--- src/rtl/mlc_pkg.sv ---
package mlc_pkg;

    // Default select widths of the two selectors
    localparam int unsigned QUAD_SEL_W  = 2;
    localparam int unsigned OCTAL_SEL_W = 3;

    // Behaviour of the octal selector's final stage
    typedef enum logic {
        TOP_LOW_ONLY = 1'b0,   // final stage parked on lower half, taps off
        TOP_FULL     = 1'b1    // final stage follows top select, taps live
    } mlc_top_mode_e;

    // The two half results of the octal selector
    typedef struct packed {
        logic hi;
        logic lo;
    } mlc_tap_t;

    // Static polarity control of a single input
    function automatic logic mlc_condition(input logic raw, input logic flip);
        return flip ? ~raw : raw;
    endfunction

    // Map the raw mode pin onto the enum
    function automatic mlc_top_mode_e mlc_decode_mode(input logic pin);
        return pin ? TOP_FULL : TOP_LOW_ONLY;
    endfunction

endpackage

--- src/rtl/mlc_inv_bank.sv ---
module mlc_inv_bank #(
    parameter int unsigned WIDTH = 4
) (
    input  logic [WIDTH-1:0] raw_in,
    input  logic [WIDTH-1:0] flip_cfg,
    output logic [WIDTH-1:0] cond_out
);
    import mlc_pkg::*;

    for (genvar i = 0; i < WIDTH; i++) begin : g_bit
        assign cond_out[i] = mlc_condition(raw_in[i], flip_cfg[i]);
    end

endmodule

--- src/rtl/mlc_selector.sv ---
module mlc_selector #(
    parameter int unsigned SEL_W = 2
) (
    input  logic [(1<<SEL_W)-1:0] din,
    input  logic [SEL_W-1:0]      sel,
    output logic                  dout
);
    localparam int unsigned LEAVES = 1 << SEL_W;

    // Binary reduction tree: level k has LEAVES >> k nodes
    logic [LEAVES-1:0] level [SEL_W+1];

    assign level[0] = din;

    for (genvar k = 0; k < SEL_W; k++) begin : g_lvl
        localparam int unsigned NODES = LEAVES >> (k + 1);
        for (genvar n = 0; n < NODES; n++) begin : g_node
            assign level[k+1][n] = sel[k] ? level[k][2*n+1] : level[k][2*n];
        end
        for (genvar z = NODES; z < LEAVES; z++) begin : g_pad
            assign level[k+1][z] = 1'b0;
        end
    end

    assign dout = level[SEL_W][0];

endmodule

--- src/rtl/mlc_octal_mux.sv ---
module mlc_octal_mux #(
    parameter int unsigned SEL_W = 3
) (
    input  logic [(1<<SEL_W)-1:0] cond_in,
    input  logic [SEL_W-1:0]      sel,
    input  logic                  mode_pin,
    output logic                  dout,
    output logic                  tap_lo,
    output logic                  tap_hi
);
    import mlc_pkg::*;

    localparam int unsigned HALF_W   = SEL_W - 1;
    localparam int unsigned HALF_LEN = 1 << HALF_W;

    mlc_top_mode_e mode;
    mlc_tap_t      halves;
    logic [1:0]    half_res;
    logic          top_sel;

    assign mode = mlc_decode_mode(mode_pin);

    for (genvar h = 0; h < 2; h++) begin : g_half
        mlc_selector #(.SEL_W(HALF_W)) u_half (
            .din  (cond_in[h*HALF_LEN +: HALF_LEN]),
            .sel  (sel[HALF_W-1:0]),
            .dout (half_res[h])
        );
    end

    assign top_sel = (mode == TOP_FULL) ? sel[SEL_W-1] : 1'b0;

    mlc_selector #(.SEL_W(1)) u_top (
        .din  (half_res),
        .sel  (top_sel),
        .dout (dout)
    );

    always_comb begin
        halves = '0;
        if (mode == TOP_FULL) begin
            halves.lo = half_res[0];
            halves.hi = half_res[1];
        end
    end

    assign tap_lo = halves.lo;
    assign tap_hi = halves.hi;

endmodule

--- src/rtl/mux_logic_cell.sv ---
module mux_logic_cell #(
    parameter int unsigned SMALL_SEL_W = mlc_pkg::QUAD_SEL_W,
    parameter int unsigned BIG_SEL_W   = mlc_pkg::OCTAL_SEL_W,
    localparam int unsigned SMALL_N    = 1 << SMALL_SEL_W,
    localparam int unsigned BIG_N      = 1 << BIG_SEL_W
) (
    input  logic [SMALL_N-1:0]     small_data,
    input  logic [SMALL_SEL_W-1:0] small_sel,
    input  logic [SMALL_N-1:0]     small_inv,
    input  logic [BIG_N-1:0]       big_data,
    input  logic [BIG_SEL_W-1:0]   big_sel,
    input  logic [BIG_N-1:0]       big_inv,
    input  logic                   tbs,
    output logic                   small_out,
    output logic                   big_out,
    output logic                   tap_lo,
    output logic                   tap_hi
);
    logic [SMALL_N-1:0] small_cond;
    logic [BIG_N-1:0]   big_cond;

    mlc_inv_bank #(.WIDTH(SMALL_N)) u_small_inv (
        .raw_in   (small_data),
        .flip_cfg (small_inv),
        .cond_out (small_cond)
    );

    mlc_inv_bank #(.WIDTH(BIG_N)) u_big_inv (
        .raw_in   (big_data),
        .flip_cfg (big_inv),
        .cond_out (big_cond)
    );

    mlc_selector #(.SEL_W(SMALL_SEL_W)) u_small_sel (
        .din  (small_cond),
        .sel  (small_sel),
        .dout (small_out)
    );

    mlc_octal_mux #(.SEL_W(BIG_SEL_W)) u_big (
        .cond_in  (big_cond),
        .sel      (big_sel),
        .mode_pin (tbs),
        .dout     (big_out),
        .tap_lo   (tap_lo),
        .tap_hi   (tap_hi)
    );

endmodule

--- config.mk ---
export PLATFORM = sky130hd
export DESIGN_NAME = mux_logic_cell
export DESIGN_NICKNAME = d
export VERILOG_FILES = /design/src/rtl/mlc_pkg.sv /design/src/rtl/mlc_inv_bank.sv /design/src/rtl/mlc_selector.sv /design/src/rtl/mlc_octal_mux.sv /design/src/rtl/mux_logic_cell.sv
export SDC_FILE = /design/constraint.sdc
export NUM_CORES = 1
export LEC_CHECK = 0
export BUFFER_PORTS_ARGS = -buffer_cell sky130_fd_sc_hd__buf_4
export CAP_MARGIN = 25
export CORE_AREA = 2 2 39 41
export DETAILED_ROUTE_END_ITERATION = 12
export DIE_AREA = 0 0 41 43
export GPL_TIMING_DRIVEN = 0
export REMOVE_ABC_BUFFERS = 1
export SETUP_SLACK_MARGIN = 0.5
export SYNTH_ARGS = -nofsm -noshare
export SYNTH_HDL_FRONTEND = slang
export SYNTH_SLANG_ARGS = --single-unit
--- constraint.sdc ---
create_clock -name vclk -period 2.3
set_input_delay 0.46 -clock vclk [all_inputs]
set_output_delay 0.46 -clock vclk [all_outputs]
set_load 0.01 [all_outputs]
; Word-level counts from Yosys, hierarchy flattened
; Cells that the tools add are included.
[totals]
reg_bits = 0
out_inout_bits = 4
[classes]
n_mux = 25
bitwise = 12
[op_table]
columns = op, count
row1 = 1-bit two-way mux, 24
row2 = 1-bit NOT, 12
row3 = 2-bit two-way mux, 1

; Depth between registers and ports, before layout
; Gate-level depths: netlist of run 1.
[depth]
ltp_word = 5
mapped_depth = 3

; Hierarchy
; Synthesis of run 1 repeated with hierarchy kept, for this count alone.
[unflattened]
hier_cells = 19
area_unflattened_um2 = 206.4
[modules_own_cells]
columns = module, n_inst, area_per_inst_um2, seq_area_each_um2, cells_each
row1 = mlc_inv_bank (u_big_inv), 1, 70.1, 0.0, 8
row2 = mlc_selector (u_big.g_half[0].u_half ...), 3, 22.5, 0.0, 1
row3 = mlc_inv_bank (u_small_inv), 1, 35.0, 0.0, 4
row4 = mlc_octal_mux, 1, 18.8, 0.0, 3
row5 = mlc_selector (u_big.u_top), 1, 15.0, 0.0, 1

; Worst setup path before layout of run 1
; OpenSTA, ideal clock, no wires.
[synth_path]
path_type = in2out
from = input port big_data[3]
to = output port big_out
arrival_ns = 1.269
path_buffers = 0
setup_slack_ns = 0.571
stages = 3
path_cell_list = xnor2_1 -> mux4_2 -> mux2i_1
[synth_between]
elab_chain_len = 5
[synth_lines]
columns = item, line_no
row1 = "start, declared", mux_logic_cell.sv:10  ; input logic [BIG_N-1:0] big_data,
row2 = 1-bit NOT, mlc_pkg.sv:21  ; return flip ? ~raw : raw;
row3 = 1-bit two-way mux *, mlc_pkg.sv:21
row4 = 1-bit two-way mux * (3 in series), mlc_selector.sv:18  ; assign level[k+1][n] = sel[k] ? level[k][2*n+1] : level[k][2*n];
row5 = "end, declared", mux_logic_cell.sv:15  ; output logic big_out,
; Mark *: on every way between the ends. The rest lies on a longest branch, timed or not.

; Worst setup path after layout of run 1
[layout_path]
from = input port big_inv[3]
to = output port big_out
[layout_between]
elab_chain_len = 4
[layout_lines]
columns = item, line_no
row1 = "start, declared", mux_logic_cell.sv:12  ; input logic [BIG_N-1:0] big_inv,
row2 = 1-bit two-way mux, mlc_pkg.sv:21
row3 = 1-bit two-way mux (3 in series), mlc_selector.sv:18
; No other way between the ends.

==> results of run 1 <==
cells in the mapped netlist, drive strengths merged:
cell type / instances
inv: 1
mux2i: 1
mux4: 3
nand2: 1
nor2: 2
xnor2: 8
xor2: 4
final timing paths:
check | cells after the start | start | endpoint
worst max-delay path | 5 | big_inv[3] | big_out
worst min-delay path | 4 | tbs | tap_hi
cell families (layout without fill, tap and decap cells):
group	after synthesis	after routing	synth area share
AND/OR/NAND/NOR	3	3	0.0570
multiplexers	4	4	0.392
buffers and inverters	1	35	0.0190
XOR/XNOR	12	12	0.532
power by group:
group	total (mW)	internal (mW)	switching, mW
clock	0	0	0
combinational	0.127	0.0900	0.0367
sequential	0	0	0
total	0.127	0.0900	0.0367
through the flow:
step / utilization / power (mW)
global route: 0.436 / 0.135
detailed placement: 0.342 / 0.101
finish: 0.436 / 0.127
global placement: 0.342 / 0.100
CTS: 0.404 / 0.119
floorplan: - / 0.0405
repair_timing:
item | in CTS | in global routing
hold endpoints to repair | 0 | 0
setup endpoints to repair | 4 | 4
hold buffers | 0 | 0
gates resized for setup | 18 | 10
pin swaps | 7 | 7
routing by layer:
metal | up-vias | share of wire | GRT usage
li1 | 137 | - | -
met2 | 13 | 0.66 | 0.144
met5 | - | 0 | 0
met1 | 124 | 0.23 | 0.0836
met3 | 0 | 0.10 | 0
met4 | 0 | 0 | 0
area by class of cell:
| type | count | share of cell area |
|---|---|---|
| Inverter | 1 | 0.00622 |
| Multi-Input combinational cell | 19 | 0.413 |
| Timing Repair Buffer | 34 | 0.548 |
| Tap cell | 16 | 0.0332 |
==> metrics, run 1 <==
status complete, no violations; PD cells 210 nW/µm²; initial core utilization 0.143; crit path max fanout 2; CP Buf/Inv Count 2; Core ar. 1380 µm²; First-pass DRT Iterations 1; syn_area_per_cell 9.88 µm²; register area share after synthesis 0; Iter 0 DRT Violations 0; postcts setup bufs 0; max cap viols 0; final std cells w/o fill 70; port buffer count 34; CP max stage delay 0.48 ns; CP arrival 1.44 ns; Fin. Hold Viols 0; Synth area leader xnor2_1; sequential cells 0; Synth top area share 0.354; Slew headroom 0.916; total track usage 0.0723; dpl cells 70; first-pass GRT wire length 938 µm; fin. max-slew vios 0; worst endpoint required time 1.84 ns; vias post-DR 274; Finished Cell Area 603 µm²; Die Area 1760 µm²; PnR worst setup slack 0.397 ns; ANT nets after route 0; footprint of the multi-input gates 249 µm²; setup TNS 0 ns; Final min period 1.90 ns; Die Ht 43 µm; worst hold slack 1.26 ns; # diodes 0; Via density 3.91; YS warnings 0; CP Class input port to output pin; Post-Syn Area 198 µm²; placed inst area 473 µm²; post-synth cell types 7; commonest non-fill, non-tap cell in the layout buf_6; Std-Cell Rows 14; Leakage 0.301 nW; Die X 41 µm; initial antenna violation count 0; Setup crit start kind input port; Max VDD drop 80.5 µV; pin count of the biggest net entering global routing 3; GPL Wtd Cong 0.592; Area Growth Syn to Fin 205%; RSZ-0062 raised after global routing yes; slowest CP cell mux4_2; setup slack at placement 0.370 ns; Register Area 0 µm²; vias in the first global route 255; Hold/Removal Path Class input port to output pin; routed wire length 679 µm; Slew @ Worst Pin 0.123 ns; WL per Instance 9.70 µm; endpoints failing setup 0; layout cells sized above 1 0.833; final net count 86; Post-Synthesis Cells 20; fmax 0.526 GHz; Post-DP HPWL 538 µm; Worst Setup End Kind output pin; cell family with most CP delay multiplexers; Tcrit/Tclk final 0.827; IO Count 34; most frequent cells in the layout buf_6, buf_4, xnor2_2; Layout fillers 138; Area contributors post-synth xnor2_1, mux4_2, xor2_1; DRC 0; clk_buf instances 0; GR Overflow Total 0; crit-path cells buf_6 > xnor2_2 > mux4_2 > mux2i_1 > buf_4
Power figures use the tool's default switching activity.
==> run 2, diff against run 1 <==
--- a/config.mk
+++ b/config.mk
@@ -5,6 +5,7 @@
 export SDC_FILE = /design/constraint.sdc
 export NUM_CORES = 1
 export LEC_CHECK = 0
+export ABC_AREA = 1
 export BUFFER_PORTS_ARGS = -buffer_cell sky130_fd_sc_hd__buf_4
 export CAP_MARGIN = 25
 export CORE_AREA = 2 2 39 41
==> constraint.sdc (replaced) <==
create_clock -name vclk -period 1.9
set_input_delay 0.38 -clock vclk [all_inputs]
set_output_delay 0.38 -clock vclk [all_outputs]
set_load 0.01 [all_outputs]
==> metrics, run 2 <==
status complete, no violations; Post-Syn Area 303 µm²; endpoints failing setup 0; Std-Cell Rows 14; Fin. Hold Viols 0; Util after Layout 0.454; routed wire length 878 µm; Post-CTS Hold Fix Bufs 0; Hold Startpoint small_sel[1]; total track usage 0.0979; fin. max-slew vios 0; # diodes 0; most frequent cells in the layout buf_4, nand2_1, inv_1; Hold Path Cell Cnt 4; total power 139 µW; CP arrival 1.09 ns; max layer used met3; pin count of the biggest net entering global routing 6; WL per Instance 7.57 µm; syn_area_per_cell 4.59 µm²; vias post-DR 487; IO Count 34; sequential cells 0; Synth top area share 0.285; Synth top cells by count nand2_1, inv_1, nand3_1; routed length on met2 434 µm; Post-Synthesis Cells 66; Via density 4.20; Die Area 1760 µm²; hold endpoint small_out; Die Ht 43 µm; Max VDD drop 88.8 µV; Tcrit/Tclk final 0.771; Setup crit start kind input port; vias in the first global route 403; commonest non-fill, non-tap cell in the layout buf_4; P_int 83.8 µW; Area Growth Syn to Fin 107%; dpl cells 116; PD cells 221 nW/µm²; setup TNS 0 ns; post-synth cell types 10; DRC 0; switch share 0.397; Slew @ Worst Pin 0.147 ns; Worst Setup End Kind output pin; Post-DP HPWL 746 µm; register area share after synthesis 0; sequential share of power 0; fmax 0.683 GHz; final net count 132; max cap viols 0; GR Overflow Total 0; initial antenna violation count 0; initial core utilization 0.219; worst endpoint required time 1.52 ns; Synth area leader nand2_1; YS warnings 0; clock power share 0; Iter 0 DRT Violations 1; Hold/Removal Path Class input port to output pin; Register Area 0 µm²; Die X 41 µm; Core ar. 1380 µm²; most common cell in the synthesized netlist nand2_1; switching power total 55.2 µW; CP Class input port to output pin; first-pass GRT wire length 1300 µm; final std cells w/o fill 116; RSZ-0062 raised after global routing yes; Area contributors post-synth nand2_1, inv_1, nand3_1; ANT nets after route 0; Slew headroom 0.902; CP startpoint big_inv[6]; port buffer count 34; clk_buf instances 0; Comb power frac 1.000; met3 wire length 139 µm; Final min period 1.47 ns; Leakage 0.404 nW; GPL Wtd Cong 0.672; layout cells sized above 1 0.420; M1 WL 303 µm; crit path max fanout 2; First-pass DRT Iterations 2
run 2: repair_timing:
item / 4_1_cts / 5_1_grt
pin swaps: 3 / 7
buffers inserted: 0 / 0
setup endpoints to repair: 3 / 4
hold endpoints to repair: 0 / 0
gates resized for setup: 6 / 5
run 2: power by group through the flow:
stage / Sequential (mW) / Clock, mW / Combinational (mW)
floorplan: 0 / 0 / 0.0524
global placement: 0 / 0 / 0.124
detailed placement: 0 / 0 / 0.125
CTS: 0 / 0 / 0.133
global route: 0 / 0 / 0.155
finish: 0 / 0 / 0.139
run 2: worst max path at each step:
stage,to,cells after the start
global route,big_out,7
CTS,tap_hi,7
detailed placement,big_out,7
global placement,big_out,7
floorplan,big_out,5
finish,tap_hi,7
run 2: cell families (layout without fill, tap and decap cells):
family                 count (synthesis)  count (layout)  synth area share
AO/OA/AOI/OAI                          1               1            0.0248
XOR/XNOR                               4               4             0.116
buffers and inverters                 20              54             0.248
AND/OR/NAND/NOR                       41              41             0.612
run 2: stage by stage:
stage          hold slack [ns]  cell area (µm²)  worst slack, ns
6_report                  1.08              628            0.435
2_1_floorplan            0.869              303            0.659
3_3_place_gp              1.08              578            0.418
5_1_grt                   1.11              628            0.389
3_5_place_dp              1.08              578            0.407
4_1_cts                   1.08              602            0.431
run 2: area by class of cell:
class	count	area, µm²
fill	155	756
tap	16	20.0
timing repair buffer	34	278
inverter	20	75.1
multi-input combinational	46	255
run 2: worst max-delay path, stage by stage:
cell and delay, ns:
buf_6 0.09, or2_0 0.22, nand3_1 0.08, nand3_2 0.08, nand2_1 0.06, nor2_1 0.04
buf_4 0.13
run 2: per-layer routing:
metal  global-route usage  vias up
met5                    0        -
met4                    0        0
met3               0.0262        0
met2                0.197       25
met1               0.0949      198
li1                     -      264
